`src/rtl/fls_pkg.sv`:
```
// Package: shared types for the fiber link supervisor.
// Assumes nothing beyond IEEE 1800-2017.
package fls_pkg;

    // Engine control word: bit 2 enable, bit 1 symmetric pause, bit 0 asymmetric pause.
    typedef struct packed {
        logic en;
        logic pause;
        logic asym;
    } fls_word_t;

    localparam logic [1:0] SPD_1000  = 2'b10;
    localparam logic [1:0] DUP_FULL  = 2'b01;
    localparam logic [1:0] CODE_UNKN = 2'b11;

endpackage

```
`src/rtl/fls_adv_enc.sv`:
```
// Module: fls_adv_enc
// Builds the requested engine word from the negotiation request and the
// desired flow-control directions. Purely combinational.
// Assumes: the word is all zero when negotiation is not requested.
module fls_adv_enc
    import fls_pkg::*;
(
    input  logic      an_want,
    input  logic      fc_tx,
    input  logic      fc_rx,
    output fls_word_t req
);

    // Map the flow-control wishes onto the two advertisement bits.
    always_comb begin
        req = '0;
        if (an_want) begin
            req.en = 1'b1;
            unique case ({fc_tx, fc_rx})
                2'b11:   begin req.pause = 1'b1; req.asym = 1'b0; end
                2'b10:   begin req.pause = 1'b0; req.asym = 1'b1; end
                2'b01:   begin req.pause = 1'b1; req.asym = 1'b1; end
                default: begin req.pause = 1'b0; req.asym = 1'b0; end
            endcase
        end
    end

endmodule

```
`src/rtl/fls_srst_pulse.sv`:
```
// Module: fls_srst_pulse
// Stretches a one-cycle start request into a soft-reset pulse of CYCLES
// clock cycles, beginning the cycle after the request.
// Assumes: CYCLES >= 1; a new request restarts the pulse.
module fls_srst_pulse #(
    parameter int CYCLES = 8
) (
    input  logic clk,
    input  logic rst_n,
    input  logic start,
    output logic pulse
);

    localparam int CW = $clog2(CYCLES + 1);

    logic [CW-1:0] cnt_q;

    // Load on request, count down to zero otherwise.
    always_ff @(posedge clk) begin
        if (!rst_n)          cnt_q <= '0;
        else if (start)      cnt_q <= CW'(CYCLES);
        else if (cnt_q != 0) cnt_q <= cnt_q - CW'(1);
    end

    assign pulse = (cnt_q != '0);

endmodule

```
`src/rtl/fls_ctrl.sv`:
```
// Module: fls_ctrl
// Poll-driven supervisor core: holds the applied engine word, the shared
// negotiation / parallel-detect countdown, the settle counter and the
// registered link results. All state moves only on a poll strobe.
// Assumes: poll is a single-cycle strobe; timeouts are counted in polls.
module fls_ctrl
    import fls_pkg::*;
#(
    parameter int AN_TIMEOUT   = 200,
    parameter int PD_TIMEOUT   = 100,
    parameter int SETTLE_POLLS = 4
) (
    input  logic      clk,
    input  logic      rst_n,
    input  logic      poll,
    input  logic      pcs_sync,
    input  logic      sig_det,
    input  logic      cfg_rx,
    input  logic      an_done,
    input  logic      lp_pause_in,
    input  logic      lp_asym_in,
    input  logic      an_want,
    input  fls_word_t req,
    output fls_word_t applied,
    output logic      restart,
    output logic      link_q,
    output logic      pdet_q,
    output logic      lpp_q,
    output logic      lpa_q
);

    localparam int TMAX = (AN_TIMEOUT > PD_TIMEOUT) ? AN_TIMEOUT : PD_TIMEOUT;
    localparam int CW   = $clog2(TMAX + 1);
    localparam int SW   = $clog2(SETTLE_POLLS + 1);

    fls_word_t     app_q, app_n;
    logic [CW-1:0] cnt_q, cnt_n;
    logic [SW-1:0] scnt_q, scnt_n;
    logic          set_q, set_n;
    logic          link_n, pdet_n, lpp_n, lpa_n;
    logic          do_rst;
    logic          quiet_sync;

    assign quiet_sync = pcs_sync && !cfg_rx;

    // Next-state decision for one poll.
    always_comb begin
        app_n  = app_q;
        cnt_n  = cnt_q;
        scnt_n = scnt_q;
        set_n  = set_q;
        link_n = link_q;
        pdet_n = pdet_q;
        lpp_n  = lpp_q;
        lpa_n  = lpa_q;
        do_rst = 1'b0;
        if (poll) begin
            link_n = 1'b0;
            lpp_n  = 1'b0;
            lpa_n  = 1'b0;
            if (!an_want) begin
                app_n  = '0;
                set_n  = 1'b0;
                link_n = pcs_sync;
            end else if (set_q) begin
                if (scnt_q != '0) begin
                    scnt_n = scnt_q - SW'(1);
                end else begin
                    set_n = 1'b0;
                    if (quiet_sync) begin
                        link_n = 1'b1;
                        pdet_n = 1'b1;
                        cnt_n  = CW'(PD_TIMEOUT);
                    end else begin
                        do_rst = 1'b1;
                    end
                end
            end else if (app_q != req) begin
                if (pdet_q && (cnt_q != '0) && quiet_sync) begin
                    cnt_n  = cnt_q - CW'(1);
                    link_n = 1'b1;
                end else begin
                    do_rst = 1'b1;
                end
            end else if (pcs_sync || sig_det) begin
                if (an_done && pcs_sync) begin
                    link_n = 1'b1;
                    lpp_n  = lp_pause_in;
                    lpa_n  = lp_asym_in;
                    cnt_n  = '0;
                    pdet_n = 1'b0;
                end else if (!an_done) begin
                    if (cnt_q != '0) begin
                        cnt_n = cnt_q - CW'(1);
                    end else begin
                        app_n  = '0;
                        set_n  = 1'b1;
                        scnt_n = SW'(SETTLE_POLLS);
                    end
                end
            end else begin
                cnt_n  = CW'(AN_TIMEOUT);
                pdet_n = 1'b0;
            end
            if (do_rst) begin
                app_n  = req;
                cnt_n  = CW'(AN_TIMEOUT);
                pdet_n = 1'b0;
            end
            if (link_q && !link_n) pdet_n = 1'b0;
        end
    end

    // State registers.
    always_ff @(posedge clk) begin
        if (!rst_n) begin
            app_q  <= '0;
            cnt_q  <= CW'(AN_TIMEOUT);
            scnt_q <= '0;
            set_q  <= 1'b0;
            link_q <= 1'b0;
            pdet_q <= 1'b0;
            lpp_q  <= 1'b0;
            lpa_q  <= 1'b0;
        end else begin
            app_q  <= app_n;
            cnt_q  <= cnt_n;
            scnt_q <= scnt_n;
            set_q  <= set_n;
            link_q <= link_n;
            pdet_q <= pdet_n;
            lpp_q  <= lpp_n;
            lpa_q  <= lpa_n;
        end
    end

    assign applied = app_q;
    assign restart = do_rst;

endmodule

```
`src/rtl/fiber_link_sup.sv`:
```
// Module: fiber_link_sup (top)
// Supervises a fiber auto-negotiation engine with a parallel-detect fallback.
// Assumes: poll_stb pulses for one clock per evaluation; reset is
// synchronous and active low; the engine samples its word continuously.
module fiber_link_sup
    import fls_pkg::*;
#(
    parameter int AN_TIMEOUT   = 200,
    parameter int PD_TIMEOUT   = 100,
    parameter int SETTLE_POLLS = 4,
    parameter int SRST_CYCLES  = 8
) (
    input  logic       clk,
    input  logic       rst_n,
    input  logic       poll_stb,
    input  logic       pcs_sync,
    input  logic       sig_det,
    input  logic       cfg_rx,
    input  logic       an_done,
    input  logic       lp_pause_in,
    input  logic       lp_asym_in,
    input  logic       an_want,
    input  logic       fc_tx,
    input  logic       fc_rx,
    output logic       eng_en,
    output logic       eng_pause,
    output logic       eng_asym,
    output logic       eng_srst,
    output logic       link_up,
    output logic       pdet_mode,
    output logic       lp_pause,
    output logic       lp_asym,
    output logic [1:0] speed_code,
    output logic [1:0] duplex_code
);

    fls_word_t req_w;
    fls_word_t app_w;
    logic      rst_req;

    fls_adv_enc u_enc (
        .an_want (an_want),
        .fc_tx   (fc_tx),
        .fc_rx   (fc_rx),
        .req     (req_w)
    );

    fls_ctrl #(
        .AN_TIMEOUT   (AN_TIMEOUT),
        .PD_TIMEOUT   (PD_TIMEOUT),
        .SETTLE_POLLS (SETTLE_POLLS)
    ) u_ctrl (
        .clk         (clk),
        .rst_n       (rst_n),
        .poll        (poll_stb),
        .pcs_sync    (pcs_sync),
        .sig_det     (sig_det),
        .cfg_rx      (cfg_rx),
        .an_done     (an_done),
        .lp_pause_in (lp_pause_in),
        .lp_asym_in  (lp_asym_in),
        .an_want     (an_want),
        .req         (req_w),
        .applied     (app_w),
        .restart     (rst_req),
        .link_q      (link_up),
        .pdet_q      (pdet_mode),
        .lpp_q       (lp_pause),
        .lpa_q       (lp_asym)
    );

    fls_srst_pulse #(
        .CYCLES (SRST_CYCLES)
    ) u_srst (
        .clk   (clk),
        .rst_n (rst_n),
        .start (rst_req),
        .pulse (eng_srst)
    );

    assign eng_en      = app_w.en;
    assign eng_pause   = app_w.pause;
    assign eng_asym    = app_w.asym;
    assign speed_code  = link_up ? SPD_1000 : CODE_UNKN;
    assign duplex_code = link_up ? DUP_FULL : CODE_UNKN;

endmodule

```
`config.mk`:
```
export PLATFORM = sky130hd
export DESIGN_NAME = fiber_link_sup
export DESIGN_NICKNAME = d
export VERILOG_FILES = /design/src/rtl/fls_pkg.sv /design/src/rtl/fls_adv_enc.sv /design/src/rtl/fls_srst_pulse.sv /design/src/rtl/fls_ctrl.sv /design/src/rtl/fiber_link_sup.sv
export SDC_FILE = /design/constraint.sdc
export NUM_CORES = 1
export LEC_CHECK = 0
export ABC_AREA = 1
export BUFFER_PORTS_ARGS = -buffer_cell sky130_fd_sc_hd__buf_2
export CORE_AREA = 2 2 84 86
export CTS_BUF_LIST = sky130_fd_sc_hd__clkbuf_8
export DETAILED_ROUTE_END_ITERATION = 10
export DIE_AREA = 0 0 86 88
export PLACE_DENSITY_LB_ADDON = 0.08
export SYNTH_ARGS = -nofsm -noshare
export SYNTH_HDL_FRONTEND = slang
export SYNTH_SLANG_ARGS = --single-unit
```
`constraint.sdc`:
```
create_clock -name clk -period 2 [get_ports clk]
set_input_delay 0.1 -clock clk [delete_from_list [all_inputs] [get_ports clk]]
set_output_delay 0.1 -clock clk [all_outputs]
set_load 0.1 [all_outputs]
```
==> impl_metrics.toml <==
[floorplanning]
core_um2 = 6640
die-area_um2 = 7570
rows = 30
io_pins = 24
die_w_um = 86
dieHeight_um = 88
start_util_pct = 24.4

[timing]
hold_viol_final = 0
finalMaxSlewViolations = 0
rsz0062_at_grt = "false"
fin_worst_skew_ns = 0.00128
setup_ws_ns = 0.154
fmax_mhz = 542
finalCritPeriodShare_pct = 92.3
tns_ns = 0
min_period_ns = 1.85
setup_violations = 0

[cts]
cts_root_buf = "clkbuf_8"
cts.clk_slew.worst_paths_ns = 0.09
cts_buffers = 3
cts.sinks = 23
cts_tree = "done"
clk_path_buf_depth = 2
cts_max_level = 1
clk_latency_ns = 0.26

[yosys]
synthTopCellsByCount = "52 x nand2_1, 31 x inv_1, 23 x dfxtp_1, 21 x a21oi_1, 21 x nand3_1"
syn_inst = 236
ys_top_cells_by_area = "dfxtp_1 28%, nand2_1 12%, inv_1 7.2%"
synth_edf_count = 0
synth-seq-cells = 23
ys_seq_area_share_pct = 28.4
post_synth_num_cell_types = 37
yosysTopAreaCell = "dfxtp_1"
yosys_warnings = 0
synth_area_per_cell_um2 = 6.88
synth-async-reset-ratio_pct = 0
netlist_area_um2 = 1620
yosysMostFrequentCell = "nand2_1"
netlist.area_leader.share_pct = 28.4
ys.flop_type = "dfxtp_1"

[cells_and_area]
syn2layout_area_growth_pct = 15.7
diodes = 0
fin_cells = 340
fin_nets = 281
fin_util_pct = 28.2
drive_gt1_share_pct = 22.7
fillers = 751

[global_route]
antenna_found_initial = 0
grt_first_pass_wirelength_mm = 6.70
track_usage_pct = 11.2
grt_max_degree = 13
grt_pass1_vias = 1412
grt-ovfl-total = 0

[detailed_routing]
wl_per_cell_um = 11.8
wl_mm = 4.00
dr.pass1.iters = 4
avgViaCountPerCell = 4.47
vias = 1519
ant_nets = 0
drc = 0
drt_iter0_drc = 65

[critical_path]
end_kind = "flip-flop"
crit_arrival_ns = 2.06
path_max_fanout = 10
crit_buf_inv = 3
cp-startpoint = "u_ctrl.cnt_q[0]"
critPathTopFamily = "simple AND/OR/NAND/NOR gates"
worstPathRequired_ns = 2.21
cp_slowest_cell = "dfxtp_1"
r2r_start = "u_ctrl.cnt_q[0]"
cp_cell_sequence = "inv_1, ha_2, nand4_1, nand2_1, nand2_2, nand2_4, nand2_4, nor2_4, inv_4, nand2_8, inv_6, nor2_4, nand2_1, nand3_1"
path_class = "flip-flop to flip-flop"
worst_setup_path_start_kind = "flip-flop"
critPathMaxStageDelay_ns = 0.32

[hold_path]
hold_path.startpoint = "lp_pause_in"
hold_path_class = "input pin to flip-flop"

[power]
power.total_mw = 1.57
power.density_nw_per_um2 = 838
peakVddDrop_mv = 0.295
p_leak_nw = 0.879

[place]
preCtsSetupSlack_ns = 0.109
gp_congestion = 0.769
dp.cells = 336
hpwlAfterDp_mm = 3.16
io_buffers = 21

[run]
maxCapViolations = 0

[outcome]
status = "complete, no violations"
-- logic make-up (layout without fill, tap and decap cells) --
group / count (synthesis) / count (layout) / synth area share [%]
simple gates: 118 / 118 / 37.7
buf+inv: 44 / 67 / 12.0
compound gates: 38 / 38 / 13.3
flops: 23 / 23 / 28.4
fa+ha+maj: 8 / 8 / 6.17
xor+xnor: 4 / 4 / 2.16
other cells: 1 / 2 / 0.231
-- metal layers --
metal	wire, um	global-route usage (%)
met5	0	0
met4	33	2.74
met3	149	2.45
met2	1880	19.0
met1	1940	14.6
-- worst register-to-register path, stage by stage (launching register included) --
cell,delay [ns]
dfxtp_1,0.32
inv_1,0.09
ha_2,0.23
nand4_1,0.19
nand2_1,0.12
nand2_2,0.08
nand2_4,0.09
nand2_4,0.06
nor2_4,0.13
inv_4,0.07
nand2_8,0.11
inv_6,0.06
nor2_4,0.11
nand2_1,0.08
nand3_1,0.06
-- metrics by stage --
step	hold slack, ns	instance area [um^2]
global route	0.116	1880
CTS	0.0989	1870
floorplan	0.187	1640
finish	0.105	1880
global placement	0.400	1830
detailed placement	0.393	1830
-- state kept, by name, summed over array words and instances (netlist names) --
| signal | cells |
|---|---|
| u_ctrl.lpp_q | 1 |
| u_ctrl.applied | 3 |
| u_ctrl.lpa_q | 1 |
| u_ctrl.scnt_q | 3 |
| u_ctrl.cnt_q | 8 |
| u_ctrl.set_q | 1 |
| u_ctrl.link_q | 1 |
| u_srst.cnt_q | 4 |
| u_ctrl.pdet_q | 1 |
-- placed cells by master, fill, tap and decap left out, drive strengths merged, types with 4 or more instances in the layout --
cell type,instances
ha,8
a21oi,21
dfxtp,23
nand2,59
buf,25
xor2,4
nand4,7
nor2,19
o21ai,11
inv,37
nand3,24
-- final timing paths --
kind,endpoint,slack (ns),depth (start not counted)
worst max-delay path,u_ctrl.cnt_q[7],0.15,14
worst min register to register,u_ctrl.scnt_q[2],0.47,2
worst max register to register,u_ctrl.cnt_q[7],0.15,14
worst min-delay path,u_ctrl.lpp_q,0.11,3
-- power by group --
| part | switching (mW) | leakage (nW) | total, mW | internal (mW) |
|---|---|---|---|---|
| combinational | 0.525 | 0.662 | 0.721 | 0.196 |
| clock | 0.157 | 0.0269 | 0.294 | 0.137 |
| sequential | 0.0392 | 0.190 | 0.558 | 0.518 |
| total | 0.721 | 0.879 | 1.57 | 0.852 |
-- final cells by class --
type	instances	area, um^2	share of cell area [%]
tap	80	100	5.33
multi-input combinational	170	973	51.9
inverter	38	156	8.33
clock buffer	3	41.3	2.20
timing repair buffer	25	135	7.20
sequential	23	467	24.9
clock inverter	1	3.75	0.200
-- timing repair --
action,CTS,global route
hold buffers,0,0
resized for setup,0,2
buffers inserted,0,0
endpoints found under the setup margin,0,5
(Power assumes the default switching activity.)
